[config.mk]
export PLATFORM = sky130hd
export DESIGN_NAME = tap_pulse_gen
export DESIGN_NICKNAME = d
export VERILOG_FILES = /design/src/rtl/tap_pulse_gen_pkg.sv /design/src/rtl/tpg_tap_check.sv /design/src/rtl/tpg_ring.sv /design/src/rtl/tpg_out_ff.sv /design/src/rtl/tpg_encode.sv /design/src/rtl/tap_pulse_gen.sv
export SDC_FILE = /design/constraint.sdc
export NUM_CORES = 1
export LEC_CHECK = 0
export BUFFER_PORTS_ARGS = -buffer_cell sky130_fd_sc_hd__buf_4
export CORE_ASPECT_RATIO = 0.8
export CORE_MARGIN = 5
export CORE_UTILIZATION = 40
export CTS_CLUSTER_SIZE = 20
export DETAILED_ROUTE_END_ITERATION = 16
export HOLD_SLACK_MARGIN = 0.15
export PLACE_DENSITY = 0.75
export SYNTH_ARGS = -nofsm -noshare
export SYNTH_HDL_FRONTEND = slang
export SYNTH_SLANG_ARGS = --single-unit
[constraint.sdc]
create_clock -name clk_i -period 1.7 [get_ports clk_i]
set_clock_uncertainty 0.05 [all_clocks]
set_input_delay 0.425 -clock clk_i [delete_from_list [all_inputs] [get_ports clk_i]]
set_output_delay 0.425 -clock clk_i [all_outputs]
set_load 0.02 [all_outputs]
[src/rtl/tap_pulse_gen_pkg.sv]
package tap_pulse_gen_pkg;
  localparam int unsigned NUM_STEPS = 10;
  localparam int unsigned IDX_W     = $clog2(NUM_STEPS);

  typedef logic [NUM_STEPS-1:0] ring_t;
  typedef logic [IDX_W-1:0]     idx_t;
endpackage

[src/rtl/tpg_tap_check.sv]
module tpg_tap_check
  import tap_pulse_gen_pkg::*;
#(
  parameter int unsigned STEPS = NUM_STEPS,
  localparam int unsigned IW   = $clog2(STEPS)
) (
  input  logic [IW-1:0] clr_tap_i,
  input  logic [IW-1:0] end_tap_i,
  output logic          end_ok_o,
  output logic          err_o
);
  logic clr_ok;

  always_comb begin
    end_ok_o = (end_tap_i != '0) && (int'(end_tap_i) <= int'(STEPS) - 1);
    clr_ok   = (clr_tap_i != '0) && (clr_tap_i < end_tap_i);
    err_o    = !(end_ok_o && clr_ok);
  end
endmodule

[src/rtl/tpg_ring.sv]
module tpg_ring
#(
  parameter int unsigned STEPS = 10,
  localparam int unsigned IW   = $clog2(STEPS)
) (
  input  logic             clk_i,
  input  logic             rst_ni,
  input  logic [IW-1:0]    end_tap_i,
  input  logic             end_ok_i,
  output logic [STEPS-1:0] state_o,
  output logic [STEPS-1:0] state_nxt_o
);
  logic [STEPS-1:0] state_q;
  logic             tap_hit;
  logic             wrap;

  // stage just before the end tap
  always_comb begin
    tap_hit = 1'b0;
    for (int i = 0; i < int'(STEPS); i++) begin
      if (int'(end_tap_i) == i + 1) tap_hit = state_q[i];
    end
    wrap = state_q[STEPS-1] | (end_ok_i & tap_hit);
  end

  always_comb begin
    if (wrap) state_nxt_o = {{(STEPS-1){1'b0}}, 1'b1};
    else      state_nxt_o = {state_q[STEPS-2:0], 1'b0};
  end

  always_ff @(posedge clk_i or negedge rst_ni) begin
    if (!rst_ni) state_q <= {{(STEPS-1){1'b0}}, 1'b1};
    else         state_q <= state_nxt_o;
  end

  assign state_o = state_q;

  p_onehot_r2: assert property (@(posedge clk_i) disable iff (!rst_ni)
    $countones(state_q) == 1);

  p_advance_r2: assert property (@(posedge clk_i) disable iff (!rst_ni)
    !state_q[STEPS-1] && !(end_ok_i && tap_hit) |=> state_q == ($past(state_q) << 1));

  p_restart_r3: assert property (@(posedge clk_i) disable iff (!rst_ni)
    end_ok_i && tap_hit |=> state_q[0]);
endmodule

[src/rtl/tpg_out_ff.sv]
module tpg_out_ff
#(
  parameter int unsigned STEPS = 10,
  localparam int unsigned IW   = $clog2(STEPS)
) (
  input  logic             clk_i,
  input  logic             rst_ni,
  input  logic [STEPS-1:0] state_i,
  input  logic [STEPS-1:0] state_nxt_i,
  input  logic [IW-1:0]    clr_tap_i,
  input  logic             err_i,
  output logic             pulse_o
);
  logic q;
  logic set_en;
  logic clr_en;

  always_comb begin
    set_en = state_nxt_i[0];
    clr_en = 1'b0;
    for (int i = 1; i < int'(STEPS); i++) begin
      if (int'(clr_tap_i) == i) clr_en = state_nxt_i[i];
    end
  end

  always_ff @(posedge clk_i or negedge rst_ni) begin
    if (!rst_ni)     q <= 1'b1;
    else if (set_en) q <= 1'b1;
    else if (clr_en) q <= 1'b0;
  end

  assign pulse_o = q & ~err_i;

  p_high_at_zero_r5: assert property (@(posedge clk_i) disable iff (!rst_ni)
    state_i[0] |-> q);

  p_err_low_r7: assert property (@(posedge clk_i) disable iff (!rst_ni)
    err_i |-> !pulse_o);
endmodule

[src/rtl/tpg_encode.sv]
module tpg_encode
#(
  parameter int unsigned STEPS = 10,
  localparam int unsigned IW   = $clog2(STEPS)
) (
  input  logic [STEPS-1:0] onehot_i,
  output logic [IW-1:0]    idx_o
);
  always_comb begin
    idx_o = '0;
    for (int i = 0; i < int'(STEPS); i++) begin
      if (onehot_i[i]) idx_o = idx_o | IW'(i);
    end
  end
endmodule

[src/rtl/tap_pulse_gen.sv]
module tap_pulse_gen
  import tap_pulse_gen_pkg::*;
#(
  parameter int unsigned STEPS = NUM_STEPS,
  localparam int unsigned IW   = $clog2(STEPS)
) (
  input  logic          clk_i,
  input  logic          rst_ni,
  input  logic [IW-1:0] clr_tap_i,
  input  logic [IW-1:0] end_tap_i,
  output logic          pulse_o,
  output logic [IW-1:0] step_o,
  output logic          tap_err_o
);
  logic [STEPS-1:0] state;
  logic [STEPS-1:0] state_nxt;
  logic             end_ok;

  tpg_tap_check #(.STEPS(STEPS)) i_check (
    .clr_tap_i (clr_tap_i),
    .end_tap_i (end_tap_i),
    .end_ok_o  (end_ok),
    .err_o     (tap_err_o)
  );

  tpg_ring #(.STEPS(STEPS)) i_ring (
    .clk_i       (clk_i),
    .rst_ni      (rst_ni),
    .end_tap_i   (end_tap_i),
    .end_ok_i    (end_ok),
    .state_o     (state),
    .state_nxt_o (state_nxt)
  );

  tpg_out_ff #(.STEPS(STEPS)) i_out (
    .clk_i       (clk_i),
    .rst_ni      (rst_ni),
    .state_i     (state),
    .state_nxt_i (state_nxt),
    .clr_tap_i   (clr_tap_i),
    .err_i       (tap_err_o),
    .pulse_o     (pulse_o)
  );

  tpg_encode #(.STEPS(STEPS)) i_enc (
    .onehot_i (state),
    .idx_o    (step_o)
  );

  p_step_range_r8: assert property (@(posedge clk_i) disable iff (!rst_ni)
    int'(step_o) <= int'(STEPS) - 1);

  p_end_unseen_r3: assert property (@(posedge clk_i) disable iff (!rst_ni)
    end_ok && $stable(end_tap_i) |-> step_o != end_tap_i);
endmodule

==> results of run 1 <==
[layout make-up]
class / instances / area, µm² / share of cell area [%]
clock buffer: 4 / 26.28 / 2.201
inverter: 6 / 35.03 / 2.935
multi-input combinational: 56 / 529.3 / 44.34
sequential: 11 / 279.0 / 23.38
tap: 22 / 27.53 / 2.306
timing repair buffer: 33 / 296.5 / 24.84
[per-layer routing]
layer | track usage (%) | share of wire, % | up-vias
met5 | 0 | 0 | -
met4 | 1.389 | 0.43 | 0
met3 | 4.582 | 3.6 | 2
met2 | 27.03 | 49 | 20
met1 | 21.04 | 46 | 365
li1 | - | - | 352
[logic make-up after synthesis]
group | Yosys count
AOI/OAI and AO/OA | 14
adders and majority gates | 3
buffers and inverters | 7
DFF | 11
muxes | 4
and+or+nand+nor | 34
[worst max-delay path, stage by stage (launching register included)]
cell     delay [ps]
dfrtp_1         420
or4_4           550
buf_6           150
[stage by stage]
stage	worst slack, ps	utilization, %	hold WS, ps	total power [mW]
floorplan	-48.44	-	79.41	0.6516
global placement	-301.8	59.80	210.2	0.8618
detailed placement	-305.1	59.80	217.1	0.8718
CTS	-155.1	69.68	471.5	1.141
global route	-201.5	71.95	485.7	1.241
finish	-168.5	71.95	466.8	1.175
[cells in the final DEF (no fill, tap or decap), types with 2 or more instances in the layout]
cell type / instances
buf_4: 23
and2_1: 9
dfrtp_1: 8
buf_6: 7
nor2_1: 4
inv_1: 3
a21oi_1: 3
nand3b_1: 3
nor4_4: 3
clkbuf_4: 3
nor3_2: 2
o21ai_2: 2
nand2_1: 2
or4_4: 2
nor3_1: 2
nand3_1: 2
mux2_2: 2
ha_4: 2
dfstp_2: 2
[synthesized netlist by cell type (2+ instances only)]
cell type | count | area, µm²
nor2_1 | 4 | 15.01
o21ai_0 | 2 | 10.01
dfstp_2 | 2 | 52.55
nand3b_1 | 3 | 22.52
mux2_2 | 2 | 22.52
a21oi_1 | 3 | 15.01
inv_1 | 6 | 22.52
ha_1 | 3 | 37.54
or4_1 | 2 | 15.01
nor4_1 | 4 | 25.02
nor3_1 | 2 | 10.01
and2_1 | 9 | 56.30
nand3_1 | 2 | 10.01
dfrtp_1 | 9 | 225.2
nand2_1 | 2 | 7.510
[final timing paths]
check / start / end / slack (ps) / cells after the start
setup reg to reg: i_ring.state_o[6] / i_ring.state_o[1] / 40 / 4
hold reg to reg: i_out.q / i_out.q / 490 / 2
min in group clk_i: i_out.q / i_out.q / 490 / 2
hold / removal: rst_ni / i_ring.state_o[3] / 470 / 2
setup / recovery: i_ring.state_o[4] / step_o[2] / -170 / 2
max in group asynchronous: rst_ni / i_ring.state_o[0] / 890 / 2
[sequential cells by signal, indices dropped and copies added (netlist names)]
| register | count |
|---|---|
| i_ring.state_o | 10 |
| i_out.q | 1 |
[power breakdown]
part | switching, mW | internal, mW
logic | 0.287 | 0.317
clock network | 0.0884 | 0.0908
registers | 0.0575 | 0.334
[what timing repair did]
action                     in CTS  in global routing
hold buffers                    1                  0
hold endpoints to repair       11                  0
setup endpoints to repair       4                 12
setup buffers                   1                  0
pin swaps                       8                  3
resized for setup              26                  6
cloned                          0                  1
==> results.cfg, run 1 <==
[cts]
cts_tree = built
clk_pin_slew_ps = 80
clk_latency_ps = 270
cts_made_buffers = 3
htree_levels = 1
cts_max_path_buffers = 2
cts_root_buf = clkbuf_4
clock-sinks = 11

[critical_path]
crit_type = reg -> out
cp.required_ps = 1220
cp-start-kind = flip-flop
end_kind = output pin
arrival_ps = 1390
crit_fanout = 4

[synthesis]
ys_dominant_reg_cell = dfrtp_1
ys_ff_latch = 11
async_flop_share_pct = 100.0
synth_cells = 73
synth_top_family_by_area = simple AND/OR/NAND/NOR gates
syn-cell-area_um2 = 718.2
post_synth.cell_area_avg_um2 = 9.838
synth.mux.area_fraction_pct = 6.098
synth_cell_types = 33
synth-simple-area-share_pct = 30.14
synthXorXnorAreaFrac_pct = 0
synth_edf_count = 0
ys_seq_area_share_pct = 38.68
syn-num-nets = 86
yosys_warnings = 0
synth_compound_area_share_pct = 15.16
synthAdderAreaFrac_pct = 5.226

[routing]
wire_per_inst_um = 17.50
viasPerCell = 5.598
drtIter0Drc = 26
drt_pass1_iterations = 4
wl_mm = 2.310
ant_nets = 0
drc = 0
vias = 739

[finish]
design_area_um2 = 1194
layout-drive-gt1-share_pct = 55.45
area_growth_pct = 66.20
final_cells = 132
diodes = 0
final_nets = 124
fill_cells = 130

[timing]
tns_ps = -498.7
timing.fmax_ghz = 0.5352
setup_viol = 4
final.period_utilization_pct = 109.9
slew_violations = 0
finalHoldViolCount = 0
rsz0062_at_grt = yes
worst_pin_slew_ps = 551.4
worst_slack_ps = -168.5
layout_min_cycle_time_ps = 1869
slew_headroom_pct = 62.76

[global_route]
antenna_found_initial = 0
grt-ovfl-total = 0
grt_first_pass_wirelength_mm = 3.277
grt_max_degree = 12
grt_pass1_vias = 696
grt_usage_pct = 15.84

[die]
die-area_um2 = 2748
rows = 13
initial_core_util_pct = 43.29
core-area_um2 = 1659
ios = 16
die_x_um = 57.38
fp.dieH_um = 47.90

[placed_design]
globalplace.congestion = 0.7750
post-dp-hpwl_mm = 1.375
place_inst = 125
placed_cell_area_um2 = 992.2
io_buffers = 15

[min_path]
hp-class = in -> async

[power]
p_per_area_nw_per_um2 = 984.2
power.leakage_nw = 0.5588
peakVddDrop_v = 0.0009227

[run_status]
status = finished, violations left
violations = setup timing

[run]
cap_violations = 0
No activity file was read; power rests on OpenSTA's default activity.
==> inputs of run 2 (changes only) <==
--- a/config.mk
+++ b/config.mk
@@ -7,11 +7,10 @@
 export LEC_CHECK = 0
 export BUFFER_PORTS_ARGS = -buffer_cell sky130_fd_sc_hd__buf_4
-export CORE_ASPECT_RATIO = 0.8
 export CORE_MARGIN = 5
-export CORE_UTILIZATION = 40
+export CORE_UTILIZATION = 46
 export CTS_CLUSTER_SIZE = 20
 export DETAILED_ROUTE_END_ITERATION = 16
 export HOLD_SLACK_MARGIN = 0.15
-export PLACE_DENSITY = 0.75
+export PLACE_DENSITY = 0.83
 export SYNTH_ARGS = -nofsm -noshare
 export SYNTH_HDL_FRONTEND = slang
==> constraint.sdc (replaced) <==
create_clock -name clk_i -period 1.7 [get_ports clk_i]
set_clock_uncertainty 0.05 [all_clocks]
set_input_delay 0.17 -clock clk_i [delete_from_list [all_inputs] [get_ports clk_i]]
set_output_delay 0.17 -clock clk_i [all_outputs]
set_load 0.02 [all_outputs]
==> results.cfg, run 2 (same netlist as run 1, synthesis figures left out) <==
[run_status]
status = completed

[routing]
drtIter0Drc = 30
viasPerCell = 5.892
met1_length_um = 752
drc = 0
wl_met2_um = 863
wire_per_inst_um = 15.43
wl_met3_um = 73
wl_mm = 1.713
highest_layer = met4
vias = 654
ant_nets = 0
drt_pass1_iterations = 4

[critical_path]
crit_chain = buf_6 > or4_4 > buf_6
cp.required_ps = 1480
cp-start-kind = flip-flop
crit_type = reg -> out
end_kind = output pin
crit_fanout = 3
arrival_ps = 1430
crit_slowest_cell = or4_4
max_stage_delay_ps = 500
crit_top_cell = buf_6

[timing]
worst_pin_slew_ps = 494.8
timing.fmax_ghz = 0.6052
finalHoldViolCount = 0
layout_min_cycle_time_ps = 1652
tns_ps = 0
slew_violations = 0
setup_viol = 0
slew_headroom_pct = 66.65
final.period_utilization_pct = 97.20

[placed_design]
place_inst = 105
placed_cell_area_um2 = 854.6
post-dp-hpwl_mm = 1.322
io_buffers = 15
globalplace.congestion = 0.8345

[cts]
cts_made_buffers = 3
clk_latency_ps = 260
cts_root_buf = clkbuf_4
cts_tree = built
clock-sinks = 11
htree_levels = 1
cts_max_path_buffers = 2
clk_pin_slew_ps = 70

[die]
core-area_um2 = 1489
rows = 14
die-area_um2 = 2452
ios = 16
fp.dieH_um = 49.52
die_x_um = 49.52
initial_core_util_pct = 48.24

[finish]
design_area_um2 = 918.4
final_common_cell = buf_4
largest_reg_flops = 10
register_area_um2 = 277.8
fill_cells = 125
area_growth_pct = 27.87
layout_common_cells = buf_4 (15), and2_1 (9), dfrtp_1 (9)
final_cells = 111
multi_input_area_um2 = 414.1
final_nets = 109
layout-drive-gt1-share_pct = 33.68
diodes = 0

[power]
peakVddDrop_v = 0.0007151
p_per_area_nw_per_um2 = 1159
power.leakage_nw = 0.4644

[global_route]
grt_max_degree = 12
grt_first_pass_wirelength_mm = 2.794
grt-ovfl-total = 0
antenna_found_initial = 0
grt_usage_pct = 14.48
grt_pass1_vias = 633

[run]
cap_violations = 0

[min_path]
hp-class = in -> reg
run 2: cell types whose count changed in the layout (fill, tap and decap cells not counted), moves of 2 or more:
| cell | delta |
|---|---|
| inv_1 | +3 |
| o21ai_2 | -2 |
| ha_1 | +3 |
| buf_6 | -4 |
| nor4_1 | +3 |
| buf_4 | -8 |
| nor4_4 | -3 |
| o21ai_0 | +2 |
| ha_4 | -2 |
run 2: what timing repair did:
item                       in CTS  in global routing
setup buffers                   0                  1
resized for setup               0                  5
hold endpoints to repair       11                  0
setup endpoints to repair       0                  2
hold buffers                    1                  0
run 2: stage by stage:
stage	worst slack (ps)	total power [mW]	hold WS, ps	util, %
6_report	47.55	1.064	178.2	61.68
5_1_grt	-37.74	1.138	166.6	61.68
4_1_cts	9.739	1.012	158.9	59.92
3_5_place_dp	116.7	0.8360	-41.89	57.39
3_3_place_gp	150.7	0.8240	-45.26	57.39
2_1_floorplan	279.5	0.6378	-175.6	-
run 2: metal layers:
metal  vias to the layer above  global-route usage [%]
li1                        318                       -
met1                       318                   18.06
met2                        14                   23.18
met3                         4                   5.723
met4                         0                   3.930
met5                         -                       0
run 2: path summary, 6_finish.rpt:
| check | depth (start not counted) | slack, ps | endpoint | start |
|---|---|---|---|---|
| hold / removal | 3 | 180 | i_out.q | clr_tap_i[2] |
| hold reg to reg | 1 | 490 | i_ring.state_o[1] | i_ring.state_o[0] |
| max in group asynchronous | 2 | 1160 | i_out.q | rst_ni |
| setup / recovery | 3 | 50 | step_o[1] | i_ring.state_o[6] |
| min in group asynchronous | 2 | 220 | i_ring.state_o[8] | rst_ni |
| setup reg to reg | 5 | 80 | i_ring.state_o[3] | i_ring.state_o[2] |
run 2: power by group:
part           leakage [nW]  total [mW]  switching (mW)  internal, mW
registers             0.144       0.391          0.0581         0.333
logic                 0.302       0.503           0.242         0.261
clock network        0.0177       0.169          0.0823        0.0870
total                 0.464        1.06           0.383         0.681
run 2: critical path, delay by kind of cell, from the launching register on:
family                 cells  cell delay, ps
flip-flops                 1             390
AND/OR/NAND/NOR            1             500
buffers and inverters      2             280
run 2: cell type report:
type | instances | area share, %
Timing Repair Buffer | 19 | 17.03
Clock inverter | 1 | 0.5450
Multi-Input combinational cell | 55 | 45.10
Sequential cell | 11 | 30.25
Inverter | 6 | 2.452
Tap cell | 16 | 2.180
Clock buffer | 3 | 2.452
==> inputs of run 3 (changes only) <==
Settings changed: ABC_AREA set to 1, CORE_ASPECT_RATIO set to 0.8, CORE_UTILIZATION 46 to 47, PLACE_DENSITY 0.83 to 0.84.
==> results.cfg, run 3 <==
[synthesis]
syn-num-nets = 126
synth-simple-area-share_pct = 37.36
synth_area_leaders = dfrtp_1 (29%), inv_1 (10%), nand3_1 (8.9%), nand2_1 (8.1%), nor2_1 (8.1%)
synth.most_common_cell = inv_1
synth_top_area_share_pct = 28.62
yosys_warnings = 0
async_flop_share_pct = 100.0
synth_compound_area_share_pct = 8.744
netlist_top_cells_count = inv_1 (21), nand2_1 (17), nor2_1 (17), nand3_1 (14), dfrtp_1 (9)
syn-cell-area_um2 = 787.0
post_synth.cell_area_avg_um2 = 6.965
synth_cells = 113
synth.largest_area_cell = dfrtp_1
synth_top_family_by_area = simple AND/OR/NAND/NOR gates
synthXorXnorAreaFrac_pct = 0
synthAdderAreaFrac_pct = 4.769
synth_edf_count = 0
ys_dominant_reg_cell = dfrtp_1
synth_cell_types = 24
ys_ff_latch = 11
synth.mux.area_fraction_pct = 0
ys_seq_area_share_pct = 35.29

[routing]
viasPerCell = 5.181
drt_pass1_iterations = 4
drtIter0Drc = 57
drc = 0
vias = 829
wl_mm = 1.992
wire_per_inst_um = 12.45
ant_nets = 0

[critical_path]
end_kind = flip-flop
cp.required_ps = 1860
arrival_ps = 1780
crit_type = reg -> reg
crit_fanout = 4
reg2reg_from = i_ring.state_o[6]
crit_start = i_ring.state_o[6]
cp-start-kind = flip-flop

[cts]
clk_pin_slew_ps = 80
cts_made_buffers = 3
clk_latency_ps = 270
cts_root_buf = clkbuf_4
cts_tree = built
clock-sinks = 11
cts_max_path_buffers = 2
htree_levels = 1

[finish]
diodes = 0
design_area_um2 = 1026
fin_util_pct = 63.71
final_cells = 160
layout-drive-gt1-share_pct = 31.88
area_growth_pct = 30.37
final_nets = 152
layout_common_cells = inv_1 (20), buf_4 (19), nor2_1 (17)
largest_reg_flops = 10
final_common_cell = inv_1

[timing]
worst_slack_ps = 84.08
finalHoldViolCount = 0
worst_pin_slew_ps = 448.5
slew_headroom_pct = 69.82
layout_min_cycle_time_ps = 1616
slew_violations = 0
setup_viol = 0
final.period_utilization_pct = 95.05
hold_ws_ps = 209.6
timing.fmax_ghz = 0.6188
tns_ps = 0

[power]
peakVddDrop_v = 0.0006341
p_per_area_nw_per_um2 = 778.1
power.leakage_nw = 0.5513
p_total_mw = 0.7983

[placed_design]
dp_slack_ps = 80.29
post-dp-hpwl_mm = 1.503
io_buffers = 15
place_inst = 150
placed_cell_area_um2 = 927.1
globalplace.congestion = 0.8442

[die]
die_x_um = 55.75
fp.dieH_um = 46.60
initial_core_util_pct = 48.87
rows = 13
core-area_um2 = 1610
die-area_um2 = 2598
ios = 16

[global_route]
grt_pass1_vias = 716
antenna_found_initial = 0
grt_max_degree = 12
grt_usage_pct = 16.18
grt_first_pass_wirelength_mm = 3.174
grt-ovfl-total = 0

[min_path]
hp-class = in -> async

[run_status]
status = completed

[run]
cap_violations = 0
[run 3: logic make-up (layout without fill, tap and decap cells)]
group,count (synthesis),count (layout)
fa+ha+maj,3,3
buf+inv,29,53
flops,11,11
simple gates,62,63
compound gates,8,8
[run 3: power by group]
group          switching, mW  leakage, nW  internal, mW
clock                 0.0934       0.0177        0.0872
sequential            0.0222        0.144         0.296
combinational          0.178        0.390         0.121
[run 3: worst max-delay path, cell delays in order (launching register included)]
cell,delay [ps]
dfrtp_1,420
inv_1,60
nand2_1,50
nand3_1,90
nand2_2,70
a21oi_4,230
buf_4,160
nand4_1,70
nand2_1,70
inv_1,30
nand4_1,80
nand2_1,50
nand3_1,60
nand2_1,50
[run 3: final cells by class]
cell class | instances | area [µm²]
clock buffer | 3 | 22.52
clock inverter | 1 | 5.005
fill | 146 | 584.3
inverter | 29 | 108.9
multi-input combinational | 74 | 431.7
sequential | 11 | 277.8
tap | 22 | 27.53
timing repair buffer | 20 | 152.6
[run 3: timing repair]
item / CTS / global route
setup buffers: 0 / 4
hold buffers: 1 / 0
endpoints found under the setup margin: 0 / 1
resized for setup: 0 / 6
endpoints found under the hold margin: 11 / 0
[run 3: path summary, 6_finish.rpt]
| check | endpoint | slack (ps) | cells past startpoint |
|---|---|---|---|
| min in group clk_i | i_ring.state_o[0] | 210 | 4 |
| worst min register to register | i_ring.state_o[1] | 460 | 2 |
| max in group asynchronous | i_ring.state_o[0] | 1170 | 2 |
| worst min-delay path | i_ring.state_o[6] | 210 | 2 |
| worst max register to register | i_out.q | 80 | 13 |
| worst max-delay path | i_out.q | 80 | 13 |
[run 3: per-layer routing]
| layer | vias to the layer above | part of all wire [%] | track usage, % |
|---|---|---|---|
| met5 | - | 0 | 0 |
| met4 | 0 | 0.95 | 5.825 |
| met3 | 4 | 7.3 | 4.762 |
| met2 | 30 | 45 | 26.65 |
| met1 | 381 | 47 | 20.54 |
| li1 | 414 | - | - |
